<file path="src/rtl/cyc_irq_pkg.sv">
package cyc_irq_pkg;

    typedef enum logic {
        TGL_HI = 1'b0,
        TGL_LO = 1'b1
    } tgl_state_e;

    typedef enum logic {
        RUN_PAUSED = 1'b0,
        RUN_ACTIVE = 1'b1
    } run_state_e;

endpackage

</file>
<file path="src/rtl/cyc_irq_decode.sv">
module cyc_irq_decode #(
    parameter int          ADDR_W    = 16,
    parameter logic [15:0] REG_MASK  = 16'hF800,
    parameter logic [15:0] LOAD_ADDR = 16'hC800,
    parameter logic [15:0] CTRL_ADDR = 16'hD800,
    parameter logic [15:0] ACK_MASK  = 16'h8800,
    parameter logic [15:0] ACK_ADDR  = 16'h8000
) (
    input  logic              wr_en,
    input  logic [ADDR_W-1:0] addr,
    output logic              load_wr,
    output logic              ctrl_wr,
    output logic              ack_wr
);
    localparam logic [ADDR_W-1:0] M_REG = ADDR_W'(REG_MASK);
    localparam logic [ADDR_W-1:0] M_ACK = ADDR_W'(ACK_MASK);

    always_comb begin
        load_wr = wr_en && ((addr & M_REG) == ADDR_W'(LOAD_ADDR));
        ctrl_wr = wr_en && ((addr & M_REG) == ADDR_W'(CTRL_ADDR));
        ack_wr  = wr_en && ((addr & M_ACK) == ADDR_W'(ACK_ADDR));
    end
endmodule

</file>
<file path="src/rtl/cyc_irq_toggle.sv">
module cyc_irq_toggle
    import cyc_irq_pkg::*;
(
    input  logic clk,
    input  logic rst_n,
    input  logic load_wr,
    input  logic ctrl_wr,
    output logic ld_hi,
    output logic ld_lo
);
    tgl_state_e state_q, state_d;

    always_ff @(posedge clk or negedge rst_n) begin
        if (!rst_n) state_q <= TGL_HI;
        else        state_q <= state_d;
    end

    always_comb begin
        state_d = state_q;
        ld_hi   = 1'b0;
        ld_lo   = 1'b0;
        unique case (state_q)
            TGL_HI: begin
                ld_hi = load_wr;
                if (load_wr) state_d = TGL_LO;
            end
            TGL_LO: begin
                ld_lo = load_wr;
                if (load_wr) state_d = TGL_HI;
            end
            default: state_d = TGL_HI;
        endcase
        if (ctrl_wr) state_d = TGL_HI;
    end

    AST_TOGGLE_CLEAR: assert property (@(posedge clk) disable iff (!rst_n)
        ctrl_wr |=> state_q == TGL_HI);
    AST_TOGGLE_ADVANCE: assert property (@(posedge clk) disable iff (!rst_n)
        ld_hi |=> state_q == TGL_LO);
endmodule

</file>
<file path="src/rtl/cyc_irq_counter.sv">
module cyc_irq_counter
    import cyc_irq_pkg::*;
#(
    parameter int DATA_W = 8
) (
    input  logic                clk,
    input  logic                rst_n,
    input  logic                tick,
    input  logic                ld_hi,
    input  logic                ld_lo,
    input  logic                ctrl_wr,
    input  logic                ctrl_en,
    input  logic                ack,
    input  logic [DATA_W-1:0]   wdata,
    output logic [2*DATA_W-1:0] cnt,
    output logic                irq
);
    localparam int CNT_W = 2 * DATA_W;

    run_state_e        state_q, state_d;
    logic [CNT_W-1:0]  cnt_q, cnt_d;
    logic              irq_q, irq_d;
    logic              loading;
    logic              underflow;

    always_ff @(posedge clk or negedge rst_n) begin
        if (!rst_n) begin
            state_q <= RUN_PAUSED;
            cnt_q   <= '0;
            irq_q   <= 1'b0;
        end else begin
            state_q <= state_d;
            cnt_q   <= cnt_d;
            irq_q   <= irq_d;
        end
    end

    always_comb begin
        loading   = ld_hi || ld_lo;
        underflow = 1'b0;
        state_d   = state_q;
        cnt_d     = cnt_q;
        unique case (state_q)
            RUN_PAUSED: begin
                cnt_d = cnt_q;
            end
            RUN_ACTIVE: begin
                if (tick && !loading) begin
                    cnt_d     = cnt_q - 1'b1;
                    underflow = (cnt_q == '0);
                    if (underflow) state_d = RUN_PAUSED;
                end
            end
            default: state_d = RUN_PAUSED;
        endcase
        if (ld_hi) cnt_d = {wdata, cnt_q[DATA_W-1:0]};
        if (ld_lo) cnt_d = {cnt_q[CNT_W-1:DATA_W], wdata};
        if (ctrl_wr) state_d = ctrl_en ? RUN_ACTIVE : RUN_PAUSED;
        irq_d = underflow ? 1'b1 : (ack ? 1'b0 : irq_q);
    end

    assign cnt = cnt_q;
    assign irq = irq_q;

    AST_LOAD_HIGH: assert property (@(posedge clk) disable iff (!rst_n)
        ld_hi |=> cnt_q[CNT_W-1:DATA_W] == $past(wdata));
    AST_PAUSE_HOLD: assert property (@(posedge clk) disable iff (!rst_n)
        (state_q == RUN_PAUSED && !loading) |=> $stable(cnt_q));
    AST_DECREMENT: assert property (@(posedge clk) disable iff (!rst_n)
        (state_q == RUN_ACTIVE && tick && !loading && cnt_q != '0)
        |=> cnt_q == CNT_W'($past(cnt_q) - 1'b1));
    AST_UNDERFLOW: assert property (@(posedge clk) disable iff (!rst_n)
        (state_q == RUN_ACTIVE && tick && !loading && cnt_q == '0 && !ctrl_wr)
        |=> (state_q == RUN_PAUSED && irq_q && cnt_q == '1));
    AST_CTRL_KEEPS_IRQ: assert property (@(posedge clk) disable iff (!rst_n)
        (irq_q && ctrl_wr && !ack) |=> irq_q);
    AST_ACK_CLEARS: assert property (@(posedge clk) disable iff (!rst_n)
        (ack && !underflow) |=> !irq_q);
endmodule

</file>
<file path="src/rtl/cyc_irq_timer.sv">
module cyc_irq_timer #(
    parameter int          ADDR_W    = 16,
    parameter int          DATA_W    = 8,
    parameter int          EN_BIT    = 4,
    parameter logic [15:0] REG_MASK  = 16'hF800,
    parameter logic [15:0] LOAD_ADDR = 16'hC800,
    parameter logic [15:0] CTRL_ADDR = 16'hD800,
    parameter logic [15:0] ACK_MASK  = 16'h8800,
    parameter logic [15:0] ACK_ADDR  = 16'h8000
) (
    input  logic                clk,
    input  logic                rst_n,
    input  logic                cpu_tick,
    input  logic                wr_en,
    input  logic [ADDR_W-1:0]   addr,
    input  logic [DATA_W-1:0]   wdata,
    output logic                irq_n,
    output logic [2*DATA_W-1:0] count
);
    logic load_wr, ctrl_wr, ack_wr;
    logic ld_hi, ld_lo;
    logic irq;

    cyc_irq_decode #(
        .ADDR_W   (ADDR_W),
        .REG_MASK (REG_MASK),
        .LOAD_ADDR(LOAD_ADDR),
        .CTRL_ADDR(CTRL_ADDR),
        .ACK_MASK (ACK_MASK),
        .ACK_ADDR (ACK_ADDR)
    ) u_decode (
        .wr_en  (wr_en),
        .addr   (addr),
        .load_wr(load_wr),
        .ctrl_wr(ctrl_wr),
        .ack_wr (ack_wr)
    );

    cyc_irq_toggle u_toggle (
        .clk    (clk),
        .rst_n  (rst_n),
        .load_wr(load_wr),
        .ctrl_wr(ctrl_wr),
        .ld_hi  (ld_hi),
        .ld_lo  (ld_lo)
    );

    cyc_irq_counter #(
        .DATA_W(DATA_W)
    ) u_counter (
        .clk    (clk),
        .rst_n  (rst_n),
        .tick   (cpu_tick),
        .ld_hi  (ld_hi),
        .ld_lo  (ld_lo),
        .ctrl_wr(ctrl_wr),
        .ctrl_en(wdata[EN_BIT]),
        .ack    (ack_wr),
        .wdata  (wdata),
        .cnt    (count),
        .irq    (irq)
    );

    assign irq_n = !irq;
endmodule

</file>
<file path="config.mk">
export PLATFORM = sky130hd
export DESIGN_NAME = cyc_irq_timer
export DESIGN_NICKNAME = d
export VERILOG_FILES = /design/src/rtl/cyc_irq_pkg.sv /design/src/rtl/cyc_irq_decode.sv /design/src/rtl/cyc_irq_toggle.sv /design/src/rtl/cyc_irq_counter.sv /design/src/rtl/cyc_irq_timer.sv
export SDC_FILE = /design/constraint.sdc
export NUM_CORES = 1
export LEC_CHECK = 0
export BUFFER_PORTS_ARGS = -buffer_cell sky130_fd_sc_hd__clkbuf_2
export CAP_MARGIN = 30
export CORE_MARGIN = 3
export CORE_UTILIZATION = 50
export DETAILED_ROUTE_END_ITERATION = 10
export PLACE_DENSITY = 0.83
export SKIP_LAST_GASP = 1
export SYNTH_ARGS = -nofsm -noshare
export SYNTH_HDL_FRONTEND = slang
export SYNTH_HIERARCHICAL = 1
export SYNTH_SLANG_ARGS = --single-unit
</file>
<file path="constraint.sdc">
create_clock -name clk -period 2 [get_ports clk]
set_input_delay 0.3 -clock clk [delete_from_list [all_inputs] [get_ports clk]]
set_output_delay 0.3 -clock clk [all_outputs]
set_load 0.03 [all_outputs]
</file>
# Yosys cells after proc, flatten, opt, wreduce, memory -nomap -nowiden
# Index checks and enable logic that the tools add are counted.
# Widths: inputs -> output; s select.
[classes]
muxes = 19
reduce_logical = 11
n_bitwise = 3
n_eq_ne = 8
add_sub_neg = 1
[op_table]
columns = ["operator", "count"]
rows = [
  ["$mux 16", 3],
  ["$logic_not 16->1", 1],
  ["$sub 16x1->16 const B", 1],
  ["$mux 1", 14],
  ["$eq 5x5->1 const B", 2],
  ["$mux 8", 1],
  ["$ne 3x2->1 const B", 2],
  ["$reduce_and 3->1", 2],
  ["$logic_and 1x1->1", 4],
  ["$ne 2x1->1 const B", 2],
  ["$not 1->1", 3],
  ["$eq 2x2->1 const B", 1],
  ["$logic_not 1->1", 2],
  ["$ne 2x2->1 const B", 1],
  ["$pmux 1 s2", 1],
  ["$reduce_bool 2->1", 1],
  ["$logic_or 1x1->1", 1],
]
[totals]
regBits = 19
in_bits = 28

# Depth between registers and ports, before layout
# Gate-level depths: netlist (run 1).
[logic_depth]
depth_word = 10
ltp_mapped = 8

# By module
# The synthesis (run 1) kept the hierarchy.
[modules_own_cells]
columns = ["module", "area_each_um2", "cells_each", "seq_area_each_um2", "n_inst"]
rows = [
  ["cyc_irq_counter", 1224.9, 135, 450.4, 1],
  ["cyc_irq_toggle", 57.6, 5, 25.0, 1],
  ["cyc_irq_decode", 32.5, 7, 0.0, 1],
  ["cyc_irq_timer", 3.8, 1, 0.0, 1],
]

# Worst setup path before layout (run 1)
# Ideal clock, no wire load.
[synth_timing]
path_kind = "register to register"
start = "register u_counter.cnt_q[0], in the netlist u_counter/cnt[0]"
end = "register u_counter.cnt_q[14], in the netlist u_counter/cnt[14]"
arrival_time_ns = 1.833
slack_ns = 0.046
setup_time_ns = 0.121
stages_incl_launch_ff = 7
n_path_buf = 0
synth_period_minus_slack_ns = 1.954
cell_sequence = "dfrtp_1 > inv_1 > ha_1 > or4b_1 > nor4_2 > a31oi_1 > o22a_1"
[synth_between]
elab_chain_len = 4
[synth_rtl]
columns = ["item", "line", "text"]
rows = [
  ["start: declaration", "cyc_irq_counter.sv:21", "logic [CNT_W-1:0] cnt_q, cnt_d;"],
  ["start signal: assignment", "cyc_irq_counter.sv:33", "cnt_q <= cnt_d;"],
  ["$sub 16x1->16", "cyc_irq_counter.sv:49", "cnt_d = cnt_q - 1'b1;"],
  ["$mux 16", "cyc_irq_counter.sv:48", "if (tick && !loading) begin"],
  ["$mux 16", "cyc_irq_counter.sv:43", "unique case (state_q)"],
  ["$mux 16", "cyc_irq_counter.sv:56", "if (ld_hi) cnt_d = {wdata, cnt_q[DATA_W-1:0]};"],
]
# No other way between the ends. The select of a mux whose other input is x is not followed.
# A chain may end at the register's enable or synchronous reset.

# Worst setup path in the final report (run 1)
[layout_timing]
start = "register u_counter.cnt_q[4], in the netlist u_counter/cnt[4]"
end = "register u_counter.cnt_q[13], in the netlist u_counter/cnt[13]"
# The elaborated chain is that of the path after synthesis.

==> results of run 1 <==
==> final cells by class <==
cell class	count	area, sq um
clock buffer	4	26.3
fill	196	744
inverter	8	30.0
multi-input combinational	114	785
sequential	19	475
tap	28	35.0
timing repair buffer	46	265
==> what timing repair did <==
item / CTS / global route
resized for setup: 0 / 2
hold buffers: 1 / 0
endpoints found under the hold margin: 19 / 0
endpoints found under the setup margin: 0 / 1
==> state kept, by name, summed over array words and instances (netlist names) <==
signal             flops
u_counter/cnt         16
u_toggle/state_q       1
u_counter/state_q      1
u_counter/irq          1
==> path summary, 6_finish.rpt <==
check / start / endpoint / slack [ns] / cells past startpoint
max: u_counter/cnt[4] / u_counter/cnt[13] / 0.09 / 4
min: wdata[5] / u_counter/cnt[5] / 0.24 / 3
max reg2reg: u_counter/cnt[4] / u_counter/cnt[13] / 0.09 / 4
min reg2reg: u_counter/irq / u_counter/irq / 0.55 / 1
max in group asynchronous: rst_n / u_counter/cnt[15] / 1.16 / 2
min in group asynchronous: rst_n / u_counter/cnt[9] / 0.51 / 2
==> worst reg2reg max path, delay by kind of cell, from the launching register on <==
family	cells	cell delay (ns)
mux	1	0.34
simple gates	3	1.06
flops	1	0.44
==> metal layers <==
metal	up-vias	track usage [%]
li1	623	-
met4	0	7.95
met2	28	34.7
met1	589	25.4
met5	-	0
met3	8	3.39
==> placed cells by master, fill, tap and decap left out, types with 2 or more instances in the layout <==
master / netlist / final
clkbuf_2: 0 / 33
dfrtp_1: 19 / 19
nand2_1: 16 / 16
buf_4: 0 / 12
nor3_1: 12 / 12
nor2_1: 11 / 11
inv_1: 8 / 8
o21ai_0: 6 / 6
nor2b_1: 5 / 5
nor4_1: 5 / 5
xnor2_1: 5 / 5
clkbuf_4: 0 / 3
nor4b_1: 3 / 3
o22ai_1: 3 / 3
mux2i_1: 3 / 3
a22oi_1: 3 / 3
ha_1: 3 / 3
xor2_1: 2 / 2
nand3b_1: 2 / 2
or3_1: 2 / 2
o21ai_1: 2 / 2
nand2b_1: 2 / 2
a21oi_1: 2 / 2
or4_1: 2 / 2
nor4_2: 3 / 2
mux2_1: 2 / 2
nor3b_1: 2 / 2
a22o_1: 2 / 2
==> report_power, final <==
group	internal [mW]	leakage, nW	switching (mW)
Sequential	0.493	0.225	0.111
Combinational	0.322	0.439	0.528
Clock	0.0774	0.0150	0.112
==> cell families (layout without fill, tap and decap cells) <==
family,count (synthesis),count (layout),share of synthesized area [%]
xor+xnor,7,7,4.65
simple gates,75,75,34.7
buf+inv,15,58,5.41
compound gates,23,23,11.2
flops,19,19,36.1
fa+ha+maj,3,3,2.85
mux,6,6,5.12
==> per-stage QoR <==
stage          hold slack [ns]  power (mW)
2_1_floorplan          0.00441        1.19
6_report                 0.241        1.64
3_5_place_dp             0.283        1.44
3_3_place_gp             0.273        1.42
4_1_cts                  0.234        1.64
5_1_grt                  0.229        1.75
==> impl_results.md, run 1 <==
- Root Driver: clkbuf_4
- Post-synth cell types: 43
- Top Ports: 45
- GRT overflow: 0
- Status: finished, final reports clean
- Via count: about 1200
- 1st-pass router iterations: 4
- Worst setup EP type: flip-flop
- CTS tree: built
- CTS buffer count: 3
- ANT nets after route: 0
- Ys flop type: dfrtp_1
- Max-Slew Margin vs Limit: between 60 and 70%
- Post-DP Area: 1570 sq um
- ANT cells: 0
- Fin crit share: a little over nine tenths
- Gr usage total: ~20%
- Area contributors post-synth: dfrtp_1, nor3_1, nand2_1, xnor2_1, nor2_1
- Iter 0 DRT Violations: 44
- Met2 routed WL: about 1500 um
- CP peak stage delay: around 0.63 ns
- Pre-CTS setup slack: -0.00563 ns
- Wirelength per Cell: approximately 15 um
- Seq/Total Area, Yosys: between 30% and 40%
- Die area: about 3300 sq um
- Setup ws final: about 0.094 ns
- DRC viols: 0
- Endpoints failing setup: 0
- CP Cell Sequence: or4_4 > nor4_2 > mux2_1 > nor2_1
- Leakage: about 0.68 nW
- Share of cells above drive strength 1: 30.4%
- Mapped Cells: between 100 and 150
- Core Region: roughly 2400 sq um
- Post-Place Cells: 214
- Most numerous cell in the Yosys netlist: dfrtp_1
- Commonest cells post-synth: dfrtp_1, nand2_1, nor3_1
- Die Wd: around 57 um
- Final core occ: between 60 and 70%
- Initial antenna violation count: 0
- Die height: 57.4 um
- Area Overhead vs Synth: 22.6%
- Nets: about 220
- CP max FO: 10
- Yosys warning total: 6
- Hold Crit Class: in2reg
- Critical path buffers and inverters: 0
- Global-route wire length before repair: about 5300 um
- Largest net degree at the start of global routing: 20
- Mapped Area: roughly 1300 sq um
- Met3 wire len: about 150 um
- Clk_lat worst skew: between 0.2 and 0.3 ns
- TNS Setup: 0 ns
- Max stage delay cell, worst path: or4_4
- Yosys reg bits: 19
- Post-synth EDFFs: 0
- Post-route minimum period: 1.91 ns
- RePlAce Congestion: between 0.8 and 0.9
- Yosys top cell by area: dfrtp_1
- RSZ-0062 raised after global routing: no
- H-tree levels: 1
- Avg Vias per Cell: roughly 5.7
- Power Density: approximately 1000 nW/um^2
- Layout Skew: 0.00353 ns
- # Post-CTS Setup Buffers: 0
- Fraction of synthesis flops using an asynchronous set or reset pin: 100%
- VDD IR max: 1.06 mV
- Top delay family on crit path: simple AND/OR/NAND/NOR gates
- Hpwl dp: 2580 um
- Placement Rows: 17
- Max-cap violations: 0
- Routed WL: around 3200 um
- Max Root-Sink Buffers: 2
- Design area: 1620 sq um
- DR top layer: met4
- Metal-1 WL: ~1400 um
- Type of origin of the critical path: flip-flop
- Avg Synthesized Cell Area: around 8.9 sq um
- Fin cells: between 200 and 250
- Max Freq: between 0.5 and 0.6 GHz
- I/O Buffers: 33
- Share of the synthesized area in the top cell type: between 30% and 40%
- Final Hold Fails: 0
- Clock tree sinks: 19
- Mapped Nets: approximately 180
- Clk slew on worst S/H paths: between 0.1 and 0.15 ns
- Tightest Pin Transition: about 0.49 ns
- Starting Density: ~56%
- CP arrival: 2.13 ns
- WP data required: between 2 and 2.5 ns
- Crit Path Class: reg2reg
- Final Max Slew Viols: 0
- Number of global-route vias before repair: between 1000 and 1500
(Power assumes the default switching activity.)
==> run 2, diff against run 1 <==
Settings changed: CORE_ASPECT_RATIO from default to 1.1, CTS_CLUSTER_SIZE from default to 10, GPL_TIMING_DRIVEN from default to 0.
==> run 2 against run 1 <==
  * Global-route usage grew 3.2 points
  * Wire length grew 9.0%
  * Worst setup slack lost 0.019 ns
  * Highest routed layer unchanged
  * Clock skew grew 0.0021 ns
  * Die area is essentially flat
==> impl_results.md, run 2 (same netlist as run 1, synthesis figures left out) <==
- Type of origin of the critical path: flip-flop
- Hpwl dp: 2500 um
- Crit path capture: u_counter/cnt[14]
- Core Region: between 2000 and 2500 sq um
- Gr usage total: 23.5%
- R2R Path Start: u_counter/cnt[0]
- Clk_lat worst skew: ~0.3 ns
- Global-route wire length before repair: 5650 um
- WP data required: around 2.2 ns
- Die area: roughly 3300 sq um
- Area Overhead vs Synth: 21.8%
- CTS tree: built
- Share of cells above drive strength 1: between 20 and 30%
- Routed WL: 3510 um
- Layout Skew: between 0.005 and 0.006 ns
- Crit Path Class: reg2reg
- Max reg flops: 16
- Fin crit share: a little over nine tenths
- Status: finished, final reports clean
- H-tree levels: 1
- Largest net degree at the start of global routing: 20
- Storage cell area: 475 sq um
- Die Wd: 55.0 um
- CTS buffer count: 3
- GRT overflow: 0
- Leakage: between 0.6 and 0.7 nW
- CP startpoint: u_counter/cnt[0]
- ANT nets after route: 0
- Wirelength per Cell: 16.1 um
- CP max FO: 6
- FF-to-FF End: u_counter/cnt[14]
- Filler cell count: between 200 and 250
- Clock tree sinks: 19
- Die height: about 60 um
- Clk slew on worst S/H paths: about 0.12 ns
- Nets: 220
- Number of global-route vias before repair: approximately 1200
- Commonest non-fill, non-tap cell in the layout: clkbuf_2
- Tightest Pin Transition: between 0.7 and 0.8 ns
- VDD IR max: ~1.3 mV
- Initial antenna violation count: 0
- Worst setup EP type: flip-flop
- Reg2Reg Setup Slack: 0.07 ns
- Avg Vias per Cell: 5.80
- Max Freq: roughly 0.52 GHz
- Final Max Slew Viols: 0
- RSZ-0062 raised after global routing: yes
- Top Ports: 45
- Starting Density: a little under three fifths
- FF-to-FF path depth: 6
- Placement Rows: 18
- 1st-pass router iterations: 4
- DRC viols: 0
- Final core occ: 67.9%
- Fin cells: 218
- I/O Buffers: 33
- Iter 0 DRT Violations: 52
- Max-Slew Margin vs Limit: between 50% and 60%
- Multi-input logic area: roughly 800 sq um
- Final Hold Fails: 0
- Via count: 1265
- Power Density: about 1100 nW/um^2
- Root Driver: clkbuf_4
- Endpoints failing setup: 0
- Post-route minimum period: approximately 1.9 ns
- Hold Crit Class: in2reg
- Max Root-Sink Buffers: 2
- CP arrival: 2.13 ns
- Post-Place Cells: approximately 210
- Max-cap violations: 0
- ANT cells: 0
- Most frequent cells in the layout: clkbuf_2, dfrtp_1, nand2_1
- RePlAce Congestion: approximately 0.85
-- run 2: how the worst min path moves through the flow --
stage              from               end  cells after the start  slack, ns
4_1_cts        wdata[1]  u_counter/cnt[1]                      3       0.21
2_1_floorplan     rst_n  u_counter/cnt[0]                      0      0.004
3_3_place_gp      rst_n  u_counter/cnt[1]                      1       0.28
5_1_grt        wdata[7]  u_counter/cnt[7]                      3       0.22
3_5_place_dp      rst_n  u_counter/cnt[2]                      1       0.28
6_report       wdata[1]  u_counter/cnt[1]                      3       0.21
-- run 2: layout make-up --
cell class	instances	share of cell area [%]
plain buffers	7	2.80
clock buffers	3	1.40
clock inverters	1	0.312
inverters	8	1.87
multi-input cells	114	49.8
flip-flops and latches	19	29.6
well taps	30	2.34
repair buffers	36	11.8
-- run 2: what timing repair did --
action	4_1_cts	5_1_grt
buffers inserted	0	2
hold buffers	1	0
setup endpoints to repair	2	10
resized for setup	2	8
endpoints found under the hold margin	19	0
-- run 2: critical path, stage by stage (launching register included) --
cell and delay [ns]:
dfrtp_1 0.46, inv_1 0.08, ha_1 0.20, or4b_4 0.52, nor4_4 0.26, a31oi_1 0.12, o22a_1 0.18
-- run 2: power breakdown --
part	internal [mW]	total (mW)	leakage (nW)	switching, mW
clock	0.0746	0.204	0.0177	0.129
sequential	0.493	0.647	0.225	0.154
combinational	0.322	0.838	0.424	0.516
total	0.889	1.69	0.667	0.800
-- run 2: per-layer routing --
metal  part of all wire [%]  global-route usage [%]  vias up
li1                       -                       -      616
met3                    4.3                    2.24        2
met1                     44                    33.3      608
met2                     51                    37.3       39
met5                      0                       0        -
met4                   0.40                    7.29        0
-- run 2: per-stage QoR --
| stage | power [mW] | worst slack, ns | hold slack (ns) | TNS [ns] | instance area (sq um) |
|---|---|---|---|---|---|
| 4_1_cts | 1.63 | 0.0162 | 0.211 | 0 | 1570 |
| 3_5_place_dp | 1.42 | -0.329 | 0.283 | -2.36 | 1520 |
| 5_1_grt | 1.80 | -0.0218 | 0.216 | -0.0218 | 1610 |
| 3_3_place_gp | 1.39 | -0.258 | 0.277 | -1.60 | 1520 |
| 6_report | 1.69 | 0.0748 | 0.215 | 0 | 1610 |
| 2_1_floorplan | 1.19 | 0.0456 | 0.00441 | 0 | 1320 |
==> run 3, diff against run 2 <==
Settings changed: CORE_MARGIN 3 to default, CTS_BUF_LIST from default to sky130_fd_sc_hd__clkbuf_4 sky130_fd_sc_hd__clkbuf_8 sky130_fd_sc_hd__clkbuf_16, SKIP_CTS_REPAIR_TIMING from default to 1.
==> run 3 against run 2 <==
  * Sequential power decreased by 0.9%
  * Clock skew grew 0.00060 ns
  * Cell count unchanged
  * Power down 1.1%
  * Global-route usage rose by 1.9 points
  * Sequential cell count stayed put
  * Non-clock buffer count fell by 1
  * Wire length shrank 5.8%
  * Clock power barely moved
  * Sequential share of layout area is 0.39 points higher
  * Final area down 0.78%
  * Combinational power down 1%
  * Largest cell class unchanged
==> impl_results.md, run 3 (same netlist as run 1, synthesis figures left out) <==
- Status: finished, final reports clean
- Multi-input logic area: 792 sq um
- Starting Density: 52.8%
- Power Density: between 1000 and 1500 nW/um^2
- Max-Slew Margin vs Limit: ~62%
- CTS buffer count: 3
- Fin crit share: around 96%
- Pwr Total: about 1.7 mW
- GRT overflow: 0
- ANT cells: 0
- CTS tree: built
- Clk slew on worst S/H paths: about 0.12 ns
- Via count: ~1300
- Clock share of power: about an eighth
- Storage cell area: about 480 sq um
- Internal power: ~0.9 mW
- Final Max Slew Viols: 0
- Post-route minimum period: 1.91 ns
- Crit Path Class: reg2reg
- WP data required: around 2.2 ns
- Post-Place Cells: around 210
- Routed WL: 3310 um
- Clock tree sinks: 19
- Max stage delay cell, worst path: or4_4
- Die Wd: ~51 um
- Avg Vias per Cell: just under 6
- Max-cap violations: 0
- ANT nets after route: 0
- Root Driver: clkbuf_4
- CP peak stage delay: between 0.5 and 0.6 ns
- Die area: between 2000 and 3000 sq um
- Max Root-Sink Buffers: 2
- Die height: between 50 and 60 um
- Reg2Reg Setup Slack: between 0.08 and 0.09 ns
- Filler cell count: 230
- Hold Crit Class: in2reg
- Area Overhead vs Synth: 20.9%
- Gate power share: a little under 50%
- DRC viols: 0
- Global-route wire length before repair: approximately 5500 um
- Leakage: 0.652 nW
- Fin cells: ~220
- Endpoints failing setup: 0
- VDD IR max: 1.01 mV
- Tightest Pin Transition: approximately 0.56 ns
- Number of global-route vias before repair: between 1000 and 1500
- 1st-pass router iterations: 4
- Final Hold Fails: 0
- Max Freq: about 0.52 GHz
- Top Ports: 45
- Nets: approximately 220
- Hpwl dp: approximately 2500 um
- RePlAce Congestion: ~0.89
- Worst setup EP type: flip-flop
- Type of origin of the critical path: flip-flop
- Final core occ: a little under two thirds
- H-tree levels: 1
- Flop pwr share: 38.4%
- Initial antenna violation count: 0
- RSZ-0062 raised after global routing: yes
- Clk_lat worst skew: about 0.30 ns
- CP max FO: 10
- Commonest non-fill, non-tap cell in the layout: clkbuf_2
- I/O Buffers: 33
- Iter 0 DRT Violations: 46
- Share of cells above drive strength 1: between 30% and 40%
- Gr usage total: 25.4%
- Most frequent cells in the layout: clkbuf_2, dfrtp_1, nand2_1
- Layout Skew: around 0.0063 ns
- Largest net degree at the start of global routing: 20
- Max reg flops: 16
- CP Cell Sequence: or4_4 > buf_6 > nor4_2 > mux2_1 > nor2_1
- Switching share of power: between 40% and 50%
- Wirelength per Cell: 15.2 um
- Switching power: ~0.78 mW
- Core Region: about 2500 sq um
- Placement Rows: 19
- CP arrival: ~2.2 ns
run 3: area by class of cell:
class,count,area share [%]
multi-input combinational,114,49.7
sequential,19,30.0
timing repair buffer,35,11.5
buffer,7,2.83
tap,31,2.43
inverter,8,1.88
clock buffer,3,1.41
clock inverter,1,0.314
run 3: path summary, 6_finish.rpt:
check                                  from                end  cells after the start
setup / recovery           u_counter/cnt[6]  u_counter/cnt[13]                      5
hold / removal                     wdata[1]   u_counter/cnt[1]                      3
setup reg to reg           u_counter/cnt[6]  u_counter/cnt[13]                      5
hold reg to reg               u_counter/irq      u_counter/irq                      1
max in group asynchronous             rst_n   u_counter/cnt[0]                      2
min in group asynchronous             rst_n  u_counter/cnt[11]                      2
run 3: worst max-delay path: cells and delay by family, from the launching register on:
family        cells  cell delay, ns
flops             1            0.43
mux               1            0.35
buf+inv           1            0.16
simple gates      3            0.92
run 3: routing by layer:
| layer | vias up | part of all wire, % | wire length, um | GRT usage, % |
|---|---|---|---|---|
| met5 | - | 0 | 0 | 0 |
| met4 | 0 | 0.51 | 17 | 7.94 |
| met3 | 2 | 4.5 | 149 | 3.28 |
| met2 | 42 | 53 | 1740 | 44.0 |
| met1 | 599 | 42 | 1400 | 32.1 |
| li1 | 614 | - | - | - |
run 3: power by group through the flow:
stage | clock network, mW | logic (mW) | registers [mW]
2_1_floorplan | 0 | 0.374 | 0.818
6_report | 0.203 | 0.827 | 0.641
3_5_place_dp | 0 | 0.768 | 0.658
3_3_place_gp | 0 | 0.747 | 0.643
4_1_cts | 0.211 | 0.772 | 0.651
5_1_grt | 0.229 | 0.886 | 0.663
run 3: through the flow:
| stage | instance area [sq um] | setup TNS [ns] | hold WS (ns) | setup slack [ns] |
|---|---|---|---|---|
| 2_1_floorplan | 1320 | 0 | 0.00441 | 0.0456 |
| 3_3_place_gp | 1520 | -1.63 | 0.274 | -0.268 |
| 3_5_place_dp | 1520 | -2.36 | 0.279 | -0.312 |
| 4_1_cts | 1550 | -0.0221 | -0.0545 | -0.0221 |
| 5_1_grt | 1590 | -0.00170 | 0.227 | -0.00170 |
| 6_report | 1590 | 0 | 0.235 | 0.0889 |
